==> config.mk <==
export PLATFORM = sky130hd
export DESIGN_NAME = trap_entry_seq
export DESIGN_NICKNAME = d
export VERILOG_FILES = /design/src/rtl/trap_entry_pkg.sv /design/src/rtl/trap_arbiter.sv /design/src/rtl/trap_stack_sel.sv /design/src/rtl/trap_seq.sv /design/src/rtl/trap_entry_seq.sv
export SDC_FILE = /design/constraint.sdc
export NUM_CORES = 1
export LEC_CHECK = 0
export CAP_MARGIN = 40
export CORE_ASPECT_RATIO = 0.5
export CORE_MARGIN = 1
export CORE_UTILIZATION = 40
export CTS_BUF_LIST = sky130_fd_sc_hd__clkbuf_2 sky130_fd_sc_hd__clkbuf_4 sky130_fd_sc_hd__clkbuf_8
export CTS_CLUSTER_SIZE = 30
export DETAILED_ROUTE_END_ITERATION = 6
export GPL_ROUTABILITY_DRIVEN = 0
export HOLD_SLACK_MARGIN = 0.03
export PLACE_DENSITY = 0.87
export SETUP_SLACK_MARGIN = 0.3
export SKIP_LAST_GASP = 1
export SLEW_MARGIN = 30
export SYNTH_ARGS = -nofsm -noshare
export SYNTH_HDL_FRONTEND = slang
export SYNTH_SLANG_ARGS = --single-unit
==> constraint.sdc <==
create_clock -name clk -period 3.4 [get_ports clk]
set_input_delay 0.68 -clock clk [delete_from_list [all_inputs] [get_ports clk]]
set_output_delay 0.68 -clock clk [all_outputs]
set_load 0.02 [all_outputs]
==> src/rtl/trap_entry_pkg.sv <==
package trap_entry_pkg;
  localparam int WORD_W_DEF = 16;
  localparam int VEC_W_DEF  = 8;

  typedef enum logic [2:0] {
    ST_IDLE,
    ST_PUSH_PSR,
    ST_PUSH_PC,
    ST_FETCH,
    ST_LOAD
  } seq_state_t;
endpackage

==> src/rtl/trap_arbiter.sv <==
module trap_arbiter #(
  parameter int VEC_W = 8
) (
  input  logic             idle,
  input  logic             exc_req,
  input  logic [VEC_W-1:0] exc_vec,
  input  logic             int_req,
  input  logic [VEC_W-1:0] int_vec,
  input  logic             boundary,
  output logic             take,
  output logic             take_exc,
  output logic [VEC_W-1:0] take_vec,
  output logic             exc_ack,
  output logic             int_ack
);
  logic int_ok;

  // an interrupt only counts at an instruction boundary, and only if no exception competes
  assign int_ok   = int_req && boundary && !exc_req;
  assign exc_ack  = idle && exc_req;
  assign int_ack  = idle && int_ok;
  assign take     = exc_ack || int_ack;
  assign take_exc = exc_req;
  assign take_vec = exc_req ? exc_vec : int_vec;
endmodule

==> src/rtl/trap_stack_sel.sv <==
module trap_stack_sel #(
  parameter int          W        = 16,
  parameter logic [15:0] SSP_INIT = 16'h3000,
  parameter logic [15:0] USP_INIT = 16'hFE00,
  parameter int          STEP     = 2
) (
  input  logic         clk,
  input  logic         rst_n,
  input  logic         load,
  input  logic         user_mode,
  input  logic [W-1:0] r6_in,
  input  logic         step_dec,
  output logic [W-1:0] sp_q,
  output logic [W-1:0] push_addr,
  output logic [W-1:0] usp_q,
  output logic [W-1:0] ssp_q
);
  localparam logic [W-1:0] STEP_V = W'(STEP);

  function automatic logic [W-1:0] pre_dec(input logic [W-1:0] sp);
    return sp - STEP_V;
  endfunction

  assign push_addr = pre_dec(sp_q);

  always_ff @(posedge clk) begin
    if (!rst_n) begin
      sp_q  <= W'(SSP_INIT);
      usp_q <= W'(USP_INIT);
      ssp_q <= W'(SSP_INIT);
    end else if (load) begin
      if (user_mode) begin
        usp_q <= r6_in;
        sp_q  <= ssp_q;
      end else begin
        sp_q  <= r6_in;
      end
    end else if (step_dec) begin
      sp_q <= pre_dec(sp_q);
    end
  end
endmodule

==> src/rtl/trap_seq.sv <==
module trap_seq
  import trap_entry_pkg::*;
#(
  parameter int          W          = 16,
  parameter int          VEC_W      = 8,
  parameter logic [15:0] TABLE_BASE = 16'h0200,
  parameter int          PC_STEP    = 2
) (
  input  logic             clk,
  input  logic             rst_n,
  input  logic             take,
  input  logic             take_exc,
  input  logic [VEC_W-1:0] take_vec,
  input  logic [W-1:0]     psr_in,
  input  logic [W-1:0]     pc_in,
  input  logic [W-1:0]     push_addr,
  input  logic [W-1:0]     sp_q,
  input  logic [W-1:0]     mem_rdata,
  input  logic             mem_ready,
  output logic             busy,
  output logic             idle,
  output logic             mem_req,
  output logic             mem_we,
  output logic [W-1:0]     mem_addr,
  output logic [W-1:0]     mem_wdata,
  output logic             step_dec,
  output logic             done,
  output logic [W-1:0]     new_pc,
  output logic [W-1:0]     new_psr,
  output logic [W-1:0]     new_r6
);
  localparam int PRIV_BIT = W - 1;
  localparam int PAD_W    = W - VEC_W - 1;

  seq_state_t       state_q, state_d;
  logic [W-1:0]     old_psr_q, ret_pc_q, handler_q;
  logic [VEC_W-1:0] vec_q;
  logic             step_ok;

  function automatic logic [W-1:0] slot_addr(input logic [VEC_W-1:0] v);
    return W'(TABLE_BASE) + {{PAD_W{1'b0}}, v, 1'b0};
  endfunction

  function automatic logic [W-1:0] ret_pc(input logic [W-1:0] pc, input logic is_exc);
    return is_exc ? pc - W'(PC_STEP) : pc;
  endfunction

  function automatic logic [W-1:0] drop_priv(input logic [W-1:0] psr);
    logic [W-1:0] r;
    r = psr;
    r[PRIV_BIT] = 1'b0;
    return r;
  endfunction

  assign idle     = (state_q == ST_IDLE);
  assign busy     = !idle;
  assign mem_req  = (state_q == ST_PUSH_PSR) || (state_q == ST_PUSH_PC) || (state_q == ST_FETCH);
  assign mem_we   = (state_q == ST_PUSH_PSR) || (state_q == ST_PUSH_PC);
  assign step_ok  = mem_req && mem_ready;
  assign step_dec = mem_we && mem_ready;
  assign done     = (state_q == ST_LOAD);
  assign new_pc   = handler_q;
  assign new_psr  = drop_priv(old_psr_q);
  assign new_r6   = sp_q;

  always_comb begin
    mem_addr  = '0;
    mem_wdata = '0;
    case (state_q)
      ST_PUSH_PSR: begin mem_addr = push_addr; mem_wdata = old_psr_q; end
      ST_PUSH_PC:  begin mem_addr = push_addr; mem_wdata = ret_pc_q;  end
      ST_FETCH:    mem_addr = slot_addr(vec_q);
      default: ;
    endcase
  end

  always_comb begin
    state_d = state_q;
    case (state_q)
      ST_IDLE:     if (take)    state_d = ST_PUSH_PSR;
      ST_PUSH_PSR: if (step_ok) state_d = ST_PUSH_PC;
      ST_PUSH_PC:  if (step_ok) state_d = ST_FETCH;
      ST_FETCH:    if (step_ok) state_d = ST_LOAD;
      ST_LOAD:                  state_d = ST_IDLE;
      default:                  state_d = ST_IDLE;
    endcase
  end

  always_ff @(posedge clk) begin
    if (!rst_n) begin
      state_q   <= ST_IDLE;
      old_psr_q <= '0;
      ret_pc_q  <= '0;
      handler_q <= '0;
      vec_q     <= '0;
    end else begin
      state_q <= state_d;
      if (idle && take) begin
        old_psr_q <= psr_in;
        ret_pc_q  <= ret_pc(pc_in, take_exc);
        vec_q     <= take_vec;
      end
      if (state_q == ST_FETCH && mem_ready) handler_q <= mem_rdata;
    end
  end
endmodule

==> src/rtl/trap_entry_seq.sv <==
module trap_entry_seq
  import trap_entry_pkg::*;
#(
  parameter int          W          = WORD_W_DEF,
  parameter int          VEC_W      = VEC_W_DEF,
  parameter logic [15:0] TABLE_BASE = 16'h0200,
  parameter logic [15:0] SSP_INIT   = 16'h3000,
  parameter logic [15:0] USP_INIT   = 16'hFE00
) (
  input  logic             clk,
  input  logic             rst_n,
  input  logic             exc_req,
  input  logic [VEC_W-1:0] exc_vec,
  input  logic             int_req,
  input  logic [VEC_W-1:0] int_vec,
  input  logic             boundary,
  input  logic [W-1:0]     psr_in,
  input  logic [W-1:0]     pc_in,
  input  logic [W-1:0]     r6_in,
  output logic             mem_req,
  output logic             mem_we,
  output logic [W-1:0]     mem_addr,
  output logic [W-1:0]     mem_wdata,
  input  logic [W-1:0]     mem_rdata,
  input  logic             mem_ready,
  output logic             busy,
  output logic             exc_ack,
  output logic             int_ack,
  output logic             done,
  output logic [W-1:0]     new_pc,
  output logic [W-1:0]     new_psr,
  output logic [W-1:0]     new_r6,
  output logic [W-1:0]     usp_o,
  output logic [W-1:0]     ssp_o
);
  localparam int WORD_BYTES = W / 8;

  // named internal events, observed by the checker
  logic             accept_evt;
  logic             push_evt;
  logic             idle;
  logic             take_exc;
  logic [VEC_W-1:0] take_vec;
  logic [W-1:0]     sp_q;
  logic [W-1:0]     push_addr;

  trap_arbiter #(.VEC_W(VEC_W)) u_arb (
    .idle     (idle),
    .exc_req  (exc_req),
    .exc_vec  (exc_vec),
    .int_req  (int_req),
    .int_vec  (int_vec),
    .boundary (boundary),
    .take     (accept_evt),
    .take_exc (take_exc),
    .take_vec (take_vec),
    .exc_ack  (exc_ack),
    .int_ack  (int_ack)
  );

  trap_stack_sel #(
    .W(W), .SSP_INIT(SSP_INIT), .USP_INIT(USP_INIT), .STEP(WORD_BYTES)
  ) u_stk (
    .clk       (clk),
    .rst_n     (rst_n),
    .load      (accept_evt),
    .user_mode (psr_in[W-1]),
    .r6_in     (r6_in),
    .step_dec  (push_evt),
    .sp_q      (sp_q),
    .push_addr (push_addr),
    .usp_q     (usp_o),
    .ssp_q     (ssp_o)
  );

  trap_seq #(
    .W(W), .VEC_W(VEC_W), .TABLE_BASE(TABLE_BASE), .PC_STEP(WORD_BYTES)
  ) u_seq (
    .clk       (clk),
    .rst_n     (rst_n),
    .take      (accept_evt),
    .take_exc  (take_exc),
    .take_vec  (take_vec),
    .psr_in    (psr_in),
    .pc_in     (pc_in),
    .push_addr (push_addr),
    .sp_q      (sp_q),
    .mem_rdata (mem_rdata),
    .mem_ready (mem_ready),
    .busy      (busy),
    .idle      (idle),
    .mem_req   (mem_req),
    .mem_we    (mem_we),
    .mem_addr  (mem_addr),
    .mem_wdata (mem_wdata),
    .step_dec  (push_evt),
    .done      (done),
    .new_pc    (new_pc),
    .new_psr   (new_psr),
    .new_r6    (new_r6)
  );
endmodule

== Word-level counts from Yosys, hierarchy flattened ==
Index checks and enable logic that the tools add are counted.

* Reductions and logical operators: 18
* Add/subtract/negate cells: 3
* Eq/ne operators: 8
* Multiplexer cells: 12

{| class="wikitable"
|+ Operators by type and width
! operator !! count
|-
| $mux W16 || 4
|-
| $pmux W16 S2 || 2
|-
| $sub A16 B2 Y16 const B || 2
|-
| $mux W3 || 4
|-
| $pmux W3 S4 || 1
|-
| $add A10 B9 Y11 const A || 1
|-
| $logic_and A1 B1 Y1 || 8
|-
| $mux W8 || 1
|-
| $ne A2 B1 Y1 const B || 4
|-
| $eq A3 B2 Y1 const B || 2
|-
| $reduce_and A4 Y1 || 1
|-
| $eq A3 B1 Y1 const B || 1
|-
| $eq A3 B3 Y1 const B || 1
|-
| $logic_not A3 Y1 || 1
|-
| $logic_or A1 B1 Y1 || 3
|-
| $logic_not A1 Y1 || 2
|-
| $reduce_and A2 Y1 || 1
|-
| $reduce_bool A2 Y1 || 1
|-
| $reduce_or A2 Y1 || 1
|}

* Bits of input ports: 86
* Output and inout port bits: 118
* Word-level logic and storage cells: 48
* Register bits after elaboration: 91

== Logic depth before layout (Yosys ltp) ==
* Depth in word-level cells: 6
* Depth in mapped cells: 8
* Mapped depth without buffers: 6

== Modules after synthesis ==
Synthesis repeated with hierarchy kept, for this count alone.

* Cell total of the unflattened synthesis: 650
* Area total of the unflattened synthesis: 5086.1 µm²

{| class="wikitable"
|+ By module, submodules not included
! module !! area each (µm²) !! seq. area each (µm²) !! cells an instance !! times used
|-
| trap_seq || 3080.5 || 1181.1 || 399 || 1
|-
| trap_stack_sel || 1840.5 || 640.6 || 237 || 1
|-
| trap_arbiter || 165.2 || 0.0 || 14 || 1
|}

== Worst setup path after synthesis ==
Ideal clock, no wire load.

* Path type: register -> output
* Start: register u_stk.sp_q[1]
* End: output mem_addr[13]
* Path buffers: 0
* Required time: 2720 ps
* Stages on the path, launching flop included: 7
* Data arrival time: 2136 ps
* Setup slack: 584 ps
* Cell sequence: dfxtp_1 > inv_1 > ha_1 > or4b_4 > or4b_4 > xor2_1 > nor2_1

* Word-level cells in the longest chain between the ends: 2

{| class="wikitable"
|+ Ends and longest elaborated chain
! item !! RTL line !! RTL
|-
| from (decl) || trap_stack_sel.sv:13 || <nowiki>output logic [W-1:0] sp_q,</nowiki>
|-
| from (signal assigned) || trap_stack_sel.sv:28 || <nowiki>sp_q <= W'(SSP_INIT);</nowiki>
|-
| from (signal assigned) || trap_stack_sel.sv:34 || <nowiki>sp_q <= ssp_q;</nowiki>
|-
| from (signal assigned) || trap_stack_sel.sv:36 || <nowiki>sp_q <= r6_in;</nowiki>
|-
| $sub A16 B2 Y16 || trap_stack_sel.sv:21 || <nowiki>return sp - STEP_V;</nowiki>
|-
| $pmux W16 S2 || trap_seq.sv:69 || <nowiki>case (state_q)</nowiki>
|-
| to (decl) || trap_entry_seq.sv:22 || <nowiki>output logic [W-1:0] mem_addr,</nowiki>
|}

Every way passes these cells.

== Worst setup path in the final report ==
* Start: register u_stk.sp_q[2]
* End: output mem_addr[13]

The elaborated chain is that of the path after synthesis.

==> results.py <==
metrics = {
    "route": {
        "drt-wirelength-per-cell_um": 15.9,
        "finalWirelength_mm": 14.7,
        "vias_per_cell": 5.30,
        "firstDrtPassIters": 5,
        "drtIter0Drc": 442,
        "drc": 0,
        "num_vias": 4915,
        "ant_nets": 0,
    },
    "power_and_ir_drop": {
        "combPwrFrac_pct": 38.8,
        "p_clk_share_pct": 22.6,
        "irDropWorstVdd_mv": 0.266,
        "power_switching_uw": 1240,
        "p_seq_share_pct": 38.6,
        "internal-power_uw": 2100,
        "p_sw_share_pct": 37.1,
        "cellLeakagePower_uw": 0.00257,
        "p_per_area_nw_per_um2": 494,
    },
    "placement": {
        "hpwlAfterDp_mm": 10.8,
        "placed_area_um2": 6530,
        "dp_slack_ns": 0.241,
        "dpl.cell_count": 913,
        "io_buffer_count": 186,
    },
    "global_route": {
        "grt_pass1_vias": 4773,
        "antenna_found_initial": 0,
        "grtUsageTotal_pct": 24.3,
        "grt_max_degree": 47,
        "grt_overflow": 0,
        "grt_pass1_wl_mm": 23.6,
    },
    "sta": {
        "min_period_ns": 3.15,
        "worst_slack_ns": 0.253,
        "finClkSkew_ns": 0.00981,
        "setup_violations": 0,
        "max_freq_mhz": 318,
        "worst_pin_slew_ns": 0.730,
        "fin_setup_tns_ns": 0,
        "rsz0062_at_grt": "yes",
        "fin_crit_sh_pct": 92.5,
        "hold_viol_final": 0,
        "slew_viol_final": 0,
        "slew_headroom_pct": 51.1,
    },
    "hold_path": {
        "hold_class": "flip-flop to flip-flop",
    },
    "final_layout": {
        "final_nets": 853,
        "design_area_um2": 6750,
        "stdcell_count": 928,
        "drive_gt1_share_pct": 7.15,
        "multi_input_area_um2": 2470,
        "area.sequential_um2": 1820,
        "fillers": 949,
        "area_delta_synth_final_pct": 44.7,
        "antenna_cells": 0,
    },
    "synthesis": {
        "yosys.area.top_type_share_pct": 39.1,
        "synth_area_leaders": "dfxtp_1 (39%), nand2_1 (9.5%), a21oi_1 (6.8%)",
        "synth_ff_type": "dfxtp_1",
        "async_flop_share_pct": 0,
        "synth_edf_count": 0,
        "ys_types": 52,
        "yosys-top-cells-count": "nand2_1 (118), dfxtp_1 (91), a21oi_1 (63)",
        "syn_inst": 611,
        "avgSynthCellArea_um2": 7.63,
        "synth-seq-cells": 91,
        "synth_area_leader_cell": "dfxtp_1",
        "yosysMostFrequentCell": "nand2_1",
        "yosysSeqAreaShare_pct": 39.1,
        "synth_area_um2": 4660,
        "ys_warn_count": 0,
    },
    "clock_network": {
        "cts_root_buffer": "clkbuf_8",
        "cts-buffers-inserted": 9,
        "cts_sinks": 91,
        "cts.htree.levels": 3,
        "post_cts_buffers": 0,
        "clk_pin_slew_ns": 0.09,
        "cts_buffer_depth": 2,
        "worstSkewPairLatency_ns": 0.36,
        "cts_tree": "done",
    },
    "critical_path": {
        "path_class": "flip-flop to output pin",
        "critPathCaptureType": "output pin",
        "crit_fanout": 5,
        "worst_setup_path_start_kind": "flip-flop",
        "critPathRequiredTime_ns": 2.72,
        "cp_data_arrival_time_ns": 2.47,
    },
    "floorplan": {
        "core_um2": 11200,
        "num_rows": 27,
        "die-area_um2": 12100,
        "fp.dieH_um": 78.4,
        "ioPinCount": 204,
        "initial_utilization_pct": 41.7,
        "dieWidth_um": 155,
    },
    "job": {
        "cap_violations": 0,
    },
    "outcome": {
        "outcome": "complete, no violations",
    },
}
## logic make-up after synthesis
family	after synthesis	synth area share [%]
other	2	0.161
multiplexers	9	1.96
AND/OR/NAND/NOR	244	23.7
adder cells (fa/ha/maj)	2	0.536
buffers and inverters	89	10.1
XOR/XNOR	26	4.88
AO/OA/AOI/OAI	148	19.7
flip-flops	91	39.1
## through the flow
stage | hold slack, ns | power [µW] | utilization (%)
3_3_place_gp | 0.441 | 2550 | 58.3
3_5_place_dp | 0.446 | 2580 | 58.4
4_1_cts | 0.459 | 3330 | 60.3
6_report | 0.460 | 3330 | 60.4
5_1_grt | 0.477 | 3500 | 60.4
2_1_floorplan | 0.432 | 2050 | -
## power by group through the flow
stage / clock [µW] / combinational, µW / sequential [µW]
final: 753 / 1290 / 1290
after CTS: 765 / 1290 / 1280
after global placement: 0 / 1260 / 1300
after floorplan: 0 / 724 / 1330
after global routing: 809 / 1390 / 1300
after detailed placement: 0 / 1280 / 1300
## area by class of cell
| type | instances | share of cell area [%] |
|---|---|---|
| inverters | 13 | 0.723 |
| clock buffers | 9 | 1.83 |
| well taps | 159 | 2.95 |
| multi-input cells | 446 | 36.6 |
| clock inverters | 6 | 1.07 |
| repair buffers | 204 | 29.8 |
| flip-flops and latches | 91 | 27.0 |
## per-layer routing
metal	part of all wire [%]	up-vias	GRT usage, %	wire (µm)
met1	42	2303	29.5	6210
met5	0	-	0	0
met4	3.1	0	12.2	453
li1	-	2364	-	-
met2	50	205	42.2	7320
met3	5.1	43	3.92	756
## worst max-delay path, stage by stage, from the launching register on
cell and delay [ns]:
dfxtp_1 0.35, inv_1 0.07, ha_1 0.23, or4b_4 0.51, or4b_4 0.52, xor2_1 0.16, nor2_1 0.09, clkbuf_2 0.18
## registers in the layout, summed over array words and instances, names as in the netlist
| register | flops |
|---|---|
| u_seq.new_pc | 16 |
| u_seq.old_psr_q | 16 |
| u_seq.ret_pc_q | 16 |
| u_seq.state_q | 3 |
| u_seq.vec_q | 8 |
| u_stk.sp_q | 16 |
| u_stk.usp_q | 16 |
## cells in the final DEF, fill, tap and decap left out, types with 5 or more instances in the layout
master           count
nand3_1             18
mux2i_1              8
buf_4               16
nor3_1               6
dfxtp_1             89
nand2_1            118
a211oi_1            17
xnor2_1              9
xor2_1              17
clkdlybuf4s50_1    175
o21ai_0             18
and2_1               5
conb_1              17
a21oi_1             63
nor4_1               5
inv_1               12
nor2_1              54
a22oi_1             20
clkbuf_8             9
## final timing paths
check	cells after the start	to	start	slack (ns)
hold reg to reg	2	u_seq.new_pc[3]	u_seq.new_pc[3]	0.46
hold / removal	2	u_seq.new_pc[3]	u_seq.new_pc[3]	0.46
setup reg to reg	6	u_seq.ret_pc_q[7]	u_seq.state_q[2]	1.11
setup / recovery	7	mem_addr[13]	u_stk.sp_q[2]	0.25
## what timing repair did
item / in CTS / in global routing
gates resized for setup: 13 / 15
setup endpoints to repair: 10 / 16
hold buffers: 0 / 0
hold endpoints to repair: 0 / 0
Power figures use the tool's default switching activity.
